==> config.mk <==
export PLATFORM = sky130hd
export DESIGN_NAME = sbit_aligner
export DESIGN_NICKNAME = d
export VERILOG_FILES = /design/src/rtl/sbit_aligner_pkg.sv /design/src/rtl/sbit_aligner_cfg.sv /design/src/rtl/sbit_aligner_tapline.sv /design/src/rtl/sbit_aligner_timer.sv /design/src/rtl/sbit_aligner.sv
export SDC_FILE = /design/constraint.sdc
export NUM_CORES = 1
export LEC_CHECK = 0
export ABC_AREA = 1
export BUFFER_PORTS_ARGS = -buffer_cell sky130_fd_sc_hd__buf_2
export CAP_MARGIN = 20
export CELL_PAD_IN_SITES_DETAIL_PLACEMENT = 0
export CELL_PAD_IN_SITES_GLOBAL_PLACEMENT = 1
export CORE_UTILIZATION = 30
export DETAILED_ROUTE_END_ITERATION = 8
export GPL_ROUTABILITY_DRIVEN = 1
export PLACE_DENSITY = 0.76
export SLEW_MARGIN = 20
export SYNTH_ARGS = -nofsm -noshare
export SYNTH_HDL_FRONTEND = slang
export SYNTH_SLANG_ARGS = --single-unit
==> constraint.sdc <==
create_clock -name clk -period 1.68 [get_ports clk]
set_input_delay 0.336 -clock clk [delete_from_list [all_inputs] [get_ports clk]]
set_output_delay 0.336 -clock clk [all_outputs]
set_load 0.03 [all_outputs]
==> src/rtl/sbit_aligner_pkg.sv <==
package sbit_aligner_pkg;
  localparam int REG_W     = 16;
  localparam int FIELD_W   = 5;
  localparam int QTR       = 4;
  localparam int FIX_PHASE = 2;
  localparam int MAX_OFF   = (1 << FIELD_W) - 1 + FIX_PHASE;
  localparam int DEPTH     = MAX_OFF + 1;
  localparam int OFF_W     = $clog2(DEPTH);

  typedef logic [FIELD_W-1:0] field_t;
  typedef logic [OFF_W-1:0]   off_t;

  // Total quarter-tick offset of bit 0's sample point from the frame edge.
  // Mode high: field[4:2] whole bits, field[1:0] quarter phase -> the field itself.
  function automatic off_t total_offset(input logic mode, input field_t f);
    off_t r;
    if (mode) r = off_t'(f);
    else      r = off_t'(f) + off_t'(FIX_PHASE);
    return r;
  endfunction
endpackage

==> src/rtl/sbit_aligner_cfg.sv <==
module sbit_aligner_cfg
  import sbit_aligner_pkg::*;
(
  input  logic             clk,
  input  logic             rst_n,
  input  logic             wr,
  input  logic [REG_W-1:0] wdata,
  input  logic             frame_pulse,
  input  logic             sample_mode,
  output logic [REG_W-1:0] rdata,
  output off_t             act_off
);
  field_t pend_q;
  off_t   act_q;

  always_ff @(posedge clk) begin
    if (!rst_n) begin
      pend_q <= '0;
      act_q  <= '0;
    end else begin
      if (frame_pulse) act_q <= total_offset(sample_mode, pend_q);
      if (wr)          pend_q <= wdata[FIELD_W-1:0];
    end
  end

  assign rdata   = {{(REG_W-FIELD_W){1'b0}}, pend_q};
  assign act_off = act_q;
endmodule

==> src/rtl/sbit_aligner_tapline.sv <==
module sbit_aligner_tapline
  import sbit_aligner_pkg::*;
#(
  parameter int N = DEPTH
) (
  input  logic                 clk,
  input  logic                 rst_n,
  input  logic                 din,
  input  logic [$clog2(N)-1:0] sel,
  output logic                 tap
);
  logic [N-1:0] line_q;

  for (genvar i = 0; i < N; i++) begin : g_stage
    if (i == 0) begin : g_head
      always_ff @(posedge clk) begin
        if (!rst_n) line_q[0] <= 1'b0;
        else        line_q[0] <= din;
      end
    end else begin : g_body
      always_ff @(posedge clk) begin
        if (!rst_n) line_q[i] <= 1'b0;
        else        line_q[i] <= line_q[i-1];
      end
    end
  end

  assign tap = line_q[sel];
endmodule

==> src/rtl/sbit_aligner_timer.sv <==
module sbit_aligner_timer
  import sbit_aligner_pkg::*;
#(
  parameter int IDX_W = 10
) (
  input  logic             clk,
  input  logic             rst_n,
  input  logic             frame_pulse,
  output logic             take,
  output logic             valid,
  output logic [IDX_W-1:0] idx
);
  localparam off_t LAST = off_t'(MAX_OFF);

  off_t             elap_q;
  logic [1:0]       qtr_q;
  logic             run_q, first_q, valid_q;
  logic [IDX_W-1:0] idx_q;

  assign take = run_q && (elap_q == LAST) && (qtr_q == 2'd0) && !frame_pulse;

  always_ff @(posedge clk) begin
    if (!rst_n) begin
      elap_q  <= '0;
      qtr_q   <= '0;
      run_q   <= 1'b0;
      first_q <= 1'b0;
      valid_q <= 1'b0;
      idx_q   <= '0;
    end else begin
      valid_q <= take;
      if (frame_pulse) begin
        elap_q  <= '0;
        qtr_q   <= '0;
        run_q   <= 1'b1;
        first_q <= 1'b1;
      end else if (run_q) begin
        if (elap_q != LAST) elap_q <= elap_q + off_t'(1);
        else                qtr_q  <= qtr_q + 2'd1;
      end
      if (take) begin
        first_q <= 1'b0;
        idx_q   <= first_q ? '0 : idx_q + 1'b1;
      end
    end
  end

  assign valid = valid_q;
  assign idx   = idx_q;
endmodule

==> src/rtl/sbit_aligner.sv <==
module sbit_aligner
  import sbit_aligner_pkg::*;
#(
  parameter int IDX_W = 10
) (
  input  logic             clk,
  input  logic             rst_n,
  input  logic             ser_in,
  input  logic             frame_pulse,
  input  logic             sample_mode,
  input  logic             cfg_wr,
  input  logic [15:0]      cfg_wdata,
  output logic [15:0]      cfg_rdata,
  output logic             bit_valid,
  output logic             bit_data,
  output logic [IDX_W-1:0] bit_idx
);
  off_t act_off;
  off_t sel;
  logic tap, take, data_q;

  sbit_aligner_cfg u_cfg (
    .clk(clk), .rst_n(rst_n), .wr(cfg_wr), .wdata(cfg_wdata),
    .frame_pulse(frame_pulse), .sample_mode(sample_mode),
    .rdata(cfg_rdata), .act_off(act_off)
  );

  // The sample is taken at a fixed latency, so the tap depth is the slack.
  assign sel = off_t'(MAX_OFF) - act_off;

  sbit_aligner_tapline #(.N(DEPTH)) u_line (
    .clk(clk), .rst_n(rst_n), .din(ser_in), .sel(sel), .tap(tap)
  );

  sbit_aligner_timer #(.IDX_W(IDX_W)) u_tmr (
    .clk(clk), .rst_n(rst_n), .frame_pulse(frame_pulse),
    .take(take), .valid(bit_valid), .idx(bit_idx)
  );

  always_ff @(posedge clk) begin
    if (!rst_n)    data_q <= 1'b0;
    else if (take) data_q <= tap;
  end

  assign bit_data = data_q;
endmodule

### Word level (Yosys, flattened, before mapping)

Index checks and enable logic that the tools add are counted.

* register bits after elaboration: 67
* input bits: 22
* output and inout bits: 28
* word-level logic and storage cells: 66

* add/subtract/negate cells: 5
* $lt $le $gt $ge: 1
* eq/ne operators: 2
* muxes and demuxes: 4
* bitwise operators: 2
* reduce and logical (&&, ||, !) cells: 9

Operators with widths (count)
* $add 10x1->10 const B: 1
* $mux 10: 1
* $lt 6x7->1 const B: 1
* $add 5x2->6 const B: 1
* $add 6x1->6 const B: 1
* $bmux 1 s6: 1
* $eq 6x6->1 const B: 1
* $mux 6: 1
* $ne 6x6->1 const B: 1
* $sub 6x6->6 const A: 1
* $reduce_and 2->1: 2
* $reduce_or 2->1: 2
* $logic_and 1x1->1: 3
* $add 2x1->2 const B: 1
* $logic_not 2->1: 1
* $not 1->1: 2
* $logic_not 1->1: 1
* $mux 1: 1

### Logic depth before layout (Yosys ltp)

* depth in word-level cells: 5
* gate-level depth with buffers: 14
* mapped depth without buffers: 12

### Cells and area by module

From an unflattened synthesis, not the netlist that was laid out.

* cell total of the unflattened synthesis: 475
* area, all modules: 3228.1 µm²

By module, submodules not included
* sbit_aligner_tapline: instances 1, cells an instance 206, area each 1406.3 µm², seq. area each 680.7 µm²
* sbit_aligner_timer: instances 1, cells an instance 166, area each 1112.3 µm², seq. area each 420.4 µm²
* sbit_aligner_cfg: instances 1, cells an instance 81, area each 593.1 µm², seq. area each 220.2 µm²
* sbit_aligner: instances 1, cells an instance 22, area each 116.4 µm², seq. area each 20.0 µm²

### Worst setup path before layout

No wires, ideal clock.

* path kind: register to register
* start: register u_cfg.act_q[1], in the netlist u_cfg.act_off[1]
* end: register data_q, in the netlist bit_data
* library setup time: 0.113 ns
* arrival: 1.581 ns
* data required time: 1.567 ns
* slack: -0.014 ns
* cell stages (with the launch flop): 14
* buffers on the path: 2
* period minus slack after synthesis: 1.694 ns
* cell sequence: dfxtp_1 > buf_2 > inv_1 > buf_4 > ha_1 > inv_1 > a21oi_1 > nand3_1 > nand2_1 > nand2_1 > nand2_1 > nand2_1 > nand3_1 > nand2_1

* longest elaborated chain between the ends: 3

Ends and longest elaborated chain
* start: declaration: line sbit_aligner_cfg.sv:14 `off_t act_q;`
* start signal: assignment: line sbit_aligner_cfg.sv:21 `if (frame_pulse) act_q <= total_offset(sample_mode, pend_q);`
* $sub 6x6->6: line sbit_aligner.sv:29 `assign sel = off_t'(MAX_OFF) - act_off;`
* $bmux 1 s6: line sbit_aligner_tapline.sv:28 `assign tap = line_q[sel];`
* $mux 1 (implied by the code): line sbit_aligner_tapline.sv:28
* end signal: assignment: line sbit_aligner.sv:42 `else if (take) data_q <= tap;`
* end: declaration: line sbit_aligner.sv:20 `logic tap, take, data_q;`

No other way between the ends. The select of a mux whose other input is x is not followed.
A chain may end at the register's enable or synchronous reset.

### Worst setup path after layout

* start: register u_tmr.elap_q[1]
* end: register u_tmr.idx_q[2], in the netlist u_tmr.idx[2]

* longest elaborated chain between the ends: 4

Ends and longest elaborated chain
* start: declaration: line sbit_aligner_timer.sv:15 `off_t elap_q;`
* start signal: assignment: line sbit_aligner_timer.sv:38 `if (elap_q != LAST) elap_q <= elap_q + off_t'(1);`
* $eq 6x6->1: line sbit_aligner_timer.sv:20 `assign take = run_q && (elap_q == LAST) && (qtr_q == 2'd0) && !frame_pulse;`
* $logic_and 1x1->1 (3 in series): line sbit_aligner_timer.sv:20
* end signal: assignment: line sbit_aligner_timer.sv:43 `idx_q <= first_q ? '0 : idx_q + 1'b1;`
* end: declaration: line sbit_aligner_timer.sv:18 `logic [IDX_W-1:0] idx_q;`

No other way between the ends.

==> results_dict.tcl <==
set metrics [dict create \
    whs_ns 0.1735 \
    routed-via-count 2543 \
    status "finished, final reports clean" \
    synth_area_um2 3037 \
    nNetsFinal 489 \
    cp.arrival_ns 1.78 \
    rsz0062_at_grt "false" \
    grt_pass1_vias 2276 \
    fin_crit_sh 0.9136 \
    synthArstFlopShare 0 \
    synth_area_per_cell_um2 7.145 \
    wirelength_um 5893 \
    ctsHoldBuffers 0 \
    final_common_cell "nand2_1" \
    cp.required_ns 1.93 \
    final_cells 598 \
    cts.htree.levels 3 \
    clk_latency_ns 0.35 \
    ir_drop_mv 0.3336 \
    period_needed_ns 1.535 \
    clk_pin_slew_worst_paths_ns 0.07 \
    post-route-drc-count 0 \
    path_class "register to register" \
    fill_cells 1062 \
    yosys.area.top_type "dfxtp_1" \
    m1WireLength_um 2996 \
    max_cap_violations 0 \
    dr.pass1.iters 4 \
    ctsLongestPathBuffers 2 \
    grt_pass1_wl_um 10370 \
    dp_hpwl_um 4232 \
    synthCells 425 \
    grt_max_degree 19 \
    vias_per_cell 4.253 \
    synthFlopType "dfxtp_1" \
    leakagePower_uw 0.001782 \
    cts_root_buf "clkbuf_8" \
    n_antenna_cell 0 \
    startpoint_type "register" \
    synth-edff-count 0 \
    io_buffers 27 \
    cts-buffers-inserted 9 \
    crit_fanout 8 \
    skew_ns 0.01035 \
    drive_gt1_frac 0.1591 \
    grt_overflow 0 \
    area_growth_pct 17.06 \
    finish.utilization 0.3637 \
    fp-row-count 36 \
    grt_util_all_layers 0.1275 \
    top_layer_used "met4" \
    wl_per_cell_um 9.855 \
    layout_common_cells "nand2_1, inv_1, dfxtp_1, buf_2, nor2_1" \
    end_kind "register" \
    wl_met3_um 206 \
    fmax_ghz 0.6516 \
    die_w_um 102.6 \
    die_h_um 102.6 \
    ys_seq_area_frac 0.4417 \
    yosysTopAreaCellShare 0.4417 \
    antenna_found_initial 0 \
    hold_viol 0 \
    antenna_left 0 \
    setup_tns_ns 0 \
    die_area_um2 10530 \
    drt_iter0_drc 77 \
    dp_cells 581 \
    clock_sinks 67 \
    start_util 0.3107 \
    p_per_area_nw_per_um2 926.1 \
    drv_slew 0 \
    yosysWarningCount 0 \
    yosys.cell_types.count 37 \
    wl_met2_um 2575 \
    ys_ff_latch 67 \
    ios 50 \
    cts_tree "done" \
    design.core.area_um2 9774 \
    place.gp.congestion 0.7729 \
    hp-class "input pin to register" \
    setup_violations 0 \
    synth_area_leaders "dfxtp_1, nand2_1, inv_1" \
]
-- cell usage after synthesis (2+ instances only) --
library cell / count
o21ai_1: 3
inv_1: 77
xor2_1: 3
nand4_1: 6
buf_4: 14
inv_2: 3
nand3_1: 23
nor2_2: 3
or2_2: 2
o21ai_0: 22
buf_6: 2
nor2_1: 26
o32ai_1: 2
dfxtp_1: 67
nor3_1: 7
nand2_1: 117
ha_1: 6
buf_1: 3
a21oi_1: 19
buf_2: 3
-- metal layers --
layer	up-vias	global-route usage
met1	1127	0.1701
met3	8	0.02712
met4	0	0.07253
li1	1356	-
met2	52	0.1903
met5	-	0
-- critical path, stage by stage (launching register included) --
cell and delay (ns):
dfxtp_2 0.33, inv_1 0.05, ha_2 0.18, nand4_4 0.09
nor2_4 0.15, nand3_4 0.11, buf_12 0.16, nor3_4 0.20
buf_4 0.14, nor3b_2 0.03
-- repair_timing --
| item | 4_1_cts | 5_1_grt |
|---|---|---|
| endpoints found under the setup margin | 0 | 6 |
| setup buffers | 0 | 2 |
| gates resized for setup | 0 | 9 |
-- path summary, 6_finish.rpt --
| check | start | endpoint | slack (ns) | cells after the start |
|---|---|---|---|---|
| setup / recovery | u_tmr.elap_q[1] | u_tmr.idx[2] | 0.15 | 9 |
| hold / removal | ser_in | u_line.line_q[0] | 0.17 | 3 |
| setup reg to reg | u_tmr.elap_q[1] | u_tmr.idx[2] | 0.15 | 9 |
| hold reg to reg | u_line.line_q[10] | u_line.line_q[11] | 0.43 | 2 |
-- area by class of cell --
type                       instances  area (µm²)  share of cell area
sequential                        67        1343              0.3777
inverter                          82       315.3             0.08870
clock inverter                     2       35.03            0.009856
multi-input combinational        263        1306              0.3675
clock buffer                      13       158.9             0.04470
tap                              133       166.4             0.04681
timing repair buffer              38       230.2             0.06477
-- where the power goes --
group	switching (µW)	total, µW	internal [µW]
combinational	217	322	105
sequential	17.6	1630	1610
clock	582	1340	758
total	816	3290	2480
-- cell families after synthesis --
| family | count (synthesis) | synth area share |
|---|---|---|
| other | 1 | 0.001235 |
| buffers and inverters | 105 | 0.1557 |
| xor gates and xnor gates | 3 | 0.008654 |
| DFF | 67 | 0.4417 |
| adders and majority gates | 6 | 0.02472 |
| and+or+nand+nor | 191 | 0.2740 |
| AOI/OAI and AO/OA | 52 | 0.09395 |
-- state kept, by name, summed over array words and instances (netlist names) --
name and cells:
bit_data 1, u_cfg.act_off 6, u_cfg.pend_q 5, u_line.line_q 34
u_tmr.elap_q 6, u_tmr.first_q 1, u_tmr.idx 10, u_tmr.qtr_q 2
u_tmr.run_q 1, u_tmr.valid 1
-- per-stage QoR --
| stage | area (µm²) | worst slack, ns | power (µW) |
|---|---|---|---|
| final | 3555 | 0.1452 | 3292 |
| after global routing | 3555 | 0.009555 | 3465 |
| after CTS | 3505 | 0.07836 | 3327 |
| after detailed placement | 3311 | 0.07333 | 1981 |
| after global placement | 3311 | 0.08473 | 1979 |
| after floorplan | 3087 | 0.07538 | 1923 |
No activity file was read; power rests on OpenSTA's default activity.
